[src/rtl/blf_pkg.sv]
package blf_pkg;
  localparam int unsigned CODE_W  = 8;
  localparam int unsigned RUN_W   = CODE_W - 1;
  localparam logic [CODE_W-1:0] LAYER_END = 8'hFF;

  typedef struct packed {
    logic             neg;
    logic [RUN_W-1:0] run;
  } code_t;
endpackage

[src/rtl/blf_sample_ring.sv]
module blf_sample_ring #(
  parameter int DEPTH = 127,
  parameter int W     = 8,
  localparam int PW   = $clog2(DEPTH)
) (
  input  logic          clk,
  input  logic          rst_n,
  input  logic          wr_en,
  input  logic [W-1:0]  wr_data,
  input  logic [PW-1:0] tap_a,
  input  logic [PW-1:0] tap_b,
  output logic [W-1:0]  rd_a,
  output logic [W-1:0]  rd_b,
  output logic [PW-1:0] wptr_o
);
  logic [W-1:0]  mem [DEPTH];
  logic [PW-1:0] wptr;

  function automatic logic [PW-1:0] phys(input logic [PW-1:0] base, input logic [PW-1:0] tap);
    logic [PW:0] s;
    s = {1'b0, base} + {1'b0, tap};
    if (s >= (PW+1)'(DEPTH)) s = s - (PW+1)'(DEPTH);
    return s[PW-1:0];
  endfunction

  always_ff @(posedge clk or negedge rst_n) begin
    if (!rst_n) begin
      wptr <= '0;
      for (int i = 0; i < DEPTH; i++) mem[i] <= '0;
    end else if (wr_en) begin
      mem[wptr] <= wr_data;
      wptr      <= (wptr == PW'(DEPTH-1)) ? '0 : wptr + 1'b1;
    end
  end

  assign rd_a   = mem[phys(wptr, tap_a)];
  assign rd_b   = mem[phys(wptr, tap_b)];
  assign wptr_o = wptr;

  AST_WPTR_RANGE: assert property (@(posedge clk) disable iff (!rst_n)
    wptr < PW'(DEPTH));
  AST_WRITE_ADVANCES: assert property (@(posedge clk) disable iff (!rst_n)
    wr_en |=> !$stable(wptr));
endmodule

[src/rtl/blf_code_store.sv]
module blf_code_store #(
  parameter int DEPTH = 256,
  parameter int W     = 8,
  localparam int AW   = $clog2(DEPTH)
) (
  input  logic          clk,
  input  logic          wr_en,
  input  logic [AW-1:0] wr_addr,
  input  logic [W-1:0]  wr_data,
  input  logic [AW-1:0] rd_addr,
  output logic [W-1:0]  rd_data
);
  logic [W-1:0] mem [DEPTH];

  always_ff @(posedge clk) begin
    if (wr_en) mem[wr_addr] <= wr_data;
  end

  assign rd_data = mem[rd_addr];
endmodule

[src/rtl/blf_layer_acc.sv]
module blf_layer_acc #(
  parameter int OP_W = 9,
  parameter int AW   = 17,
  parameter int FW   = 16
) (
  input  logic                 clk,
  input  logic                 rst_n,
  input  logic                 clr,
  input  logic                 add_en,
  input  logic                 sub,
  input  logic signed [OP_W-1:0] op,
  input  logic                 shift_en,
  output logic [AW-1:0]        acc_o,
  output logic [FW-1:0]        frac_o
);
  logic signed [AW-1:0] acc;
  logic [FW-1:0]        frac;
  logic signed [AW:0]   acc_ext, op_ext, sum_w;

  always_comb begin
    acc_ext = {acc[AW-1], acc};
    op_ext  = {{(AW+1-OP_W){op[OP_W-1]}}, op};
    sum_w   = sub ? (acc_ext - op_ext) : (acc_ext + op_ext);
  end

  always_ff @(posedge clk or negedge rst_n) begin
    if (!rst_n) begin
      acc  <= '0;
      frac <= '0;
    end else if (clr) begin
      acc  <= '0;
      frac <= '0;
    end else if (shift_en) begin
      frac <= {acc[0], frac[FW-1:1]};
      acc  <= {acc[AW-1], acc[AW-1:1]};
    end else if (add_en) begin
      acc  <= sum_w[AW-1:0];
    end
  end

  assign acc_o  = acc;
  assign frac_o = frac;

  AST_NO_OVERFLOW: assert property (@(posedge clk) disable iff (!rst_n)
    add_en |-> (sum_w[AW] == sum_w[AW-1]));
  AST_ONE_OP: assert property (@(posedge clk) disable iff (!rst_n)
    !(add_en && shift_en));
endmodule

[src/rtl/blf_symfir.sv]
module blf_symfir #(
  parameter int NTAP       = 127,
  parameter int SMP_W      = 8,
  parameter int COEF_W     = 16,
  parameter int CODE_DEPTH = 256,
  localparam int CA_W      = $clog2(CODE_DEPTH),
  localparam int NHALF     = (NTAP + 1) / 2,
  localparam int OP_W      = SMP_W + 1,
  localparam int AW        = OP_W + $clog2(NHALF) + 2,
  localparam int RES_W     = AW + COEF_W
) (
  input  logic                  clk,
  input  logic                  rst_n,
  input  logic                  cw_en,
  input  logic [CA_W-1:0]       cw_addr,
  input  logic [blf_pkg::CODE_W-1:0] cw_data,
  input  logic                  smp_valid,
  output logic                  smp_ready,
  input  logic [SMP_W-1:0]      smp_data,
  input  logic                  start,
  output logic                  busy,
  output logic                  done,
  output logic [RES_W-1:0]      res_data
);
  import blf_pkg::*;

  localparam int TAP_W = $clog2(NTAP);
  localparam int IX_W  = TAP_W + 1;
  localparam int LAY_W = $clog2(COEF_W);

  logic [CA_W-1:0]   pc;
  logic [IX_W-1:0]   cur;
  logic [LAY_W-1:0]  layer;
  logic [CODE_W-1:0] code_raw;
  code_t             code;
  logic              is_end, last_layer, go;
  logic [IX_W-1:0]   idx;
  logic              in_range, centre;
  logic [TAP_W-1:0]  tap_a, tap_b, wptr;
  logic [SMP_W-1:0]  smp_a, smp_b;
  logic signed [OP_W-1:0] operand;
  logic [AW-1:0]     acc;
  logic [COEF_W-1:0] frac;

  assign smp_ready = !busy;
  assign go        = start && !busy && !smp_valid;

  blf_code_store #(.DEPTH(CODE_DEPTH), .W(CODE_W)) u_codes (
    .clk(clk), .wr_en(cw_en && !busy), .wr_addr(cw_addr), .wr_data(cw_data),
    .rd_addr(pc), .rd_data(code_raw));

  blf_sample_ring #(.DEPTH(NTAP), .W(SMP_W)) u_ring (
    .clk(clk), .rst_n(rst_n), .wr_en(smp_valid && smp_ready), .wr_data(smp_data),
    .tap_a(tap_a), .tap_b(tap_b), .rd_a(smp_a), .rd_b(smp_b), .wptr_o(wptr));

  // Decode: index of this digit and the mirrored tap pair it selects.
  always_comb begin
    code       = code_t'(code_raw);
    is_end     = (code_raw == LAYER_END);
    last_layer = (layer == LAY_W'(COEF_W-1));
    idx        = cur + IX_W'(code.run);
    in_range   = idx < IX_W'(NHALF);
    centre     = idx == IX_W'(NHALF-1);
    tap_a      = in_range ? idx[TAP_W-1:0] : '0;
    tap_b      = TAP_W'(NTAP-1) - tap_a;
    if (centre)
      operand = OP_W'($signed(smp_a));
    else if (in_range)
      operand = OP_W'($signed(smp_a)) + OP_W'($signed(smp_b));
    else
      operand = '0;
  end

  blf_layer_acc #(.OP_W(OP_W), .AW(AW), .FW(COEF_W)) u_acc (
    .clk(clk), .rst_n(rst_n), .clr(go),
    .add_en(busy && !is_end), .sub(code.neg), .op(operand),
    .shift_en(busy && is_end), .acc_o(acc), .frac_o(frac));

  always_ff @(posedge clk or negedge rst_n) begin
    if (!rst_n) begin
      busy  <= 1'b0;
      done  <= 1'b0;
      pc    <= '0;
      cur   <= '0;
      layer <= '0;
    end else begin
      done <= 1'b0;
      if (go) begin
        busy  <= 1'b1;
        pc    <= '0;
        cur   <= '0;
        layer <= '0;
      end else if (busy) begin
        pc <= pc + 1'b1;
        if (is_end) begin
          cur   <= '0;
          layer <= layer + 1'b1;
          if (last_layer) begin
            busy <= 1'b0;
            done <= 1'b1;
          end
        end else begin
          cur <= in_range ? idx + 1'b1 : IX_W'(NHALF);
        end
      end
    end
  end

  assign res_data = {acc, frac};

  AST_DONE_PULSE: assert property (@(posedge clk) disable iff (!rst_n)
    done |=> !done);
  AST_DONE_IDLE: assert property (@(posedge clk) disable iff (!rst_n)
    done |-> !busy);
  AST_START_REFUSED: assert property (@(posedge clk) disable iff (!rst_n)
    (start && smp_valid && !busy) |=> !busy);
  AST_RING_FROZEN: assert property (@(posedge clk) disable iff (!rst_n)
    busy |=> $stable(wptr));
  AST_RESULT_HELD: assert property (@(posedge clk) disable iff (!rst_n)
    (!busy && !start) |=> $stable(res_data));
endmodule

[config.mk]
export PLATFORM = sky130hd
export DESIGN_NAME = blf_symfir
export DESIGN_NICKNAME = d
export VERILOG_FILES = /design/src/rtl/blf_pkg.sv /design/src/rtl/blf_sample_ring.sv /design/src/rtl/blf_code_store.sv /design/src/rtl/blf_layer_acc.sv /design/src/rtl/blf_symfir.sv
export SDC_FILE = /design/constraint.sdc
export NUM_CORES = 2
export LEC_CHECK = 0
export BUFFER_PORTS_ARGS = -buffer_cell sky130_fd_sc_hd__buf_2
export CORE_UTILIZATION = 35
export DETAILED_ROUTE_END_ITERATION = 6
export GPL_TIMING_DRIVEN = 1
export PLACE_DENSITY = 0.46
export SLEW_MARGIN = 10
export SYNTH_ARGS = -nofsm -noshare
export SYNTH_HDL_FRONTEND = slang
export SYNTH_SLANG_ARGS = --single-unit
[constraint.sdc]
create_clock -name clk -period 16.5 [get_ports clk]
set_input_delay 0 -clock clk [delete_from_list [all_inputs] [get_ports clk]]
set_output_delay 0 -clock clk [all_outputs]
set_load 0.01 [all_outputs]
==> flow_summary.yaml <==
placement:
  io_buffer_count: 64
  dpl.hpwl_um: 324000
  pre_cts_ws_ns: 0.387
  gp_congestion: 0.912
sta:
  finalCritPeriodShare: 0.959
  clock_skew_ns: 0.0413
  fmax_mhz: 63.2
  fin_ws_ns: 0.680
  slew_viol_final: 0
  hold_viol_final: 0
  maxSlewHeadroom: 0.0772
  min_period_ns: 15.82
  setup-violations-final: 0
  rsz0062_at_grt: "no"
  tightest_slew_ns: 1.37
finish:
  drive_gt1_frac: 0.273
  layout_commonest_cell: "edfxtp_1"
  most-common-layout-cells: "2048 x edfxtp_1, 1591 x nand2_1, 1072 x dfrtp_1, 1039 x mux2_2, 683 x mux4_2"
  final_nets: 10100
  syn2layout_area_growth_pct: 14.3
clocking:
  clk_pin_slew_ns: 0.06
  cts_tree: "done"
  cts_sinks: 3126
  clock_path_buffers: 4
  cts_max_level: 5
  cts_root_buf: "clkbuf_16"
  cts_buffers: 351
  clk_latency_ns: 0.97
setup_path:
  required_ns: 17.30
  max_stage_delay_ns: 0.98
  path_class: "reg -> reg"
  path_buf_inv: 10
  crit_arrival_ns: 16.62
  critPathTopFamily: "compound AO/OA/AOI/OAI gates"
  cp_slowest_cell: "o41ai_1"
  startpoint_type: "flop"
  cp_common_cell: "a21oi_1"
  critPathCaptureType: "flop"
  cp_max_fo: 48
synthesis:
  syn_area_per_cell_um2: 14.3
  synth_top_family_by_area: "multiplexers"
  ys_ff_latch: 3126
  synthSimpleGateAreaFrac: 0.0877
  synth_warnings: 0
  yosysSeqAreaShare: 0.622
  synthTopCellsByArea: "edfxtp_1 43%, dfrtp_1 19%, mux4_2 11%"
  synthMuxAreaShare: 0.198
  synth-main-ff-cell: "edfxtp_1"
  synth-compound-area-share: 0.0614
  synthCells: 9957
  synth-xor-area-share: 0.00350
  synthDistinctLibCells: 104
  syn-cell-area_um2: 142000
  synth_nets: 10000
  yosys.area_share.adder: 0.00509
  synth-edff-count: 2048
  synth_top_area_frac: 0.432
  yosysTopAreaCell: "edfxtp_1"
  async_flop_share: 0.345
global_route:
  grt_max_degree: 166
  grt_pass1_vias: 92300
  grt-ovfl-total: 0
  grt_pass1_wl_um: 728000
  antenna_found_initial: 26
  grt.total_usage: 0.248
outcome:
  status: "complete, no violations"
route:
  vias_per_cell: 5.88
  drc: 0
  drt_pre_antenna_iters: 7
  ant_nets: 0
  wl_per_cell_um: 32.7
  num_vias: 92800
  drt_wl_total_um: 517000
  drtIter0Drc: 10300
floorplanning:
  rows: 233
  start_util: 0.352
  core_area_um2: 403000
  die_width_um: 639
  io_pins: 65
  dieArea_um2: 409000
  die-height_um: 639
worst_hold_path:
  hold_class: "in -> reg"
flow_run:
  drv_cap: 0
[synth_stat cells (108+ instances only)]
library cell / n
a311oi_1: 146
edfxtp_1: 2048
nand2_1: 1593
nand3_1: 551
a21oi_1: 197
a221oi_1: 114
mux2i_1: 108
and3_1: 126
mux4_2: 683
dfrtp_1: 1078
o21ai_0: 164
mux2_2: 1039
clkbuf_1: 467
nor2_1: 451
buf_1: 157
[logic make-up (layout without fill, tap and decap cells)]
family / count (synthesis) / count (layout)
DFF: 3126 / 3126
and+or+nand+nor: 2915 / 2916
muxes: 1830 / 1830
AOI/OAI and AO/OA: 1194 / 1195
buffers and inverters: 780 / 1178
xor gates and xnor gates: 56 / 56
adders and majority gates: 55 / 55
other: 1 / 28
[worst register-to-register path: cells and delay by family (launching register included)]
family | cells | cell delay (ns)
AOI/OAI and AO/OA | 21 | 5.46
xor gates and xnor gates | 3 | 0.65
adders and majority gates | 6 | 1.60
buffers and inverters | 10 | 2.35
DFF | 1 | 0.51
muxes | 5 | 2.48
and+or+nand+nor | 11 | 2.63
[per-stage QoR]
| step | cell area (um2) | util | hold WS [ns] | TNS [ns] | instances |
|---|---|---|---|---|---|
| 2_1_floorplan | 142000 | - | -0.296 | 0 | 9957 |
| 3_5_place_dp | 150000 | 0.373 | 0.0408 | 0 | 15100 |
| 6_report | 163000 | 0.403 | 0.138 | 0 | 15800 |
| 3_3_place_gp | 150000 | 0.373 | 0.0302 | -0.0903 | 15100 |
| 5_1_grt | 162000 | 0.403 | 0.125 | 0 | 15800 |
| 4_1_cts | 162000 | 0.402 | 0.105 | 0 | 15700 |
[registers in the layout, indices dropped and copies added, names as in the netlist]
signal	flops
busy	1
cur	8
done	1
layer	4
pc	8
u_acc.acc_o	17
u_acc.frac_o	16
u_codes.mem	2048
u_ring.mem	1016
u_ring.wptr_o	7
[layout make-up]
cell class / instances / area (um2)
Clock inverter: 194 / 1860
Inverter: 43 / 161
Clock buffer: 450 / 9550
Sequential cell: 3126 / 88500
Fill cell: 37100 / 241000
Multi-Input combinational cell: 6053 / 51200
Timing Repair Buffer: 491 / 4430
Tap cell: 5405 / 6760
Antenna cell: 27 / 67.6
[repair_timing]
action	CTS	global route
buffers inserted	0	18
hold endpoints to repair	2301	0
endpoints found under the setup margin	0	5
hold buffers	28	0
resized for setup	0	28
[path summary, 6_finish.rpt]
kind / startpoint / slack (ns) / cells after the start / end
worst max-delay path: pc[0] / 0.68 / 56 / u_acc.acc_o[16]
max in group asynchronous: rst_n / 13.66 / 6 / u_ring.mem[582]
worst max register to register: pc[0] / 0.68 / 56 / u_acc.acc_o[16]
min in group asynchronous: rst_n / 0.31 / 4 / u_ring.mem[644]
worst min register to register: layer[2] / 0.51 / 1 / layer[2]
worst min-delay path: cw_data[3] / 0.14 / 2 / u_codes.mem[157][3]
[routing by layer]
metal	up-vias	share of wire	GRT usage
met5	-	0.00013	0
met3	1045	0.068	0.0387
li1	38700	-	-
met4	10	0.053	0.115
met1	49000	0.41	0.331
met2	4163	0.47	0.397
Power is left out: the tool's default activity adds up to more than one toggle a clock period on the data nets, which glitch-free logic cannot reach.
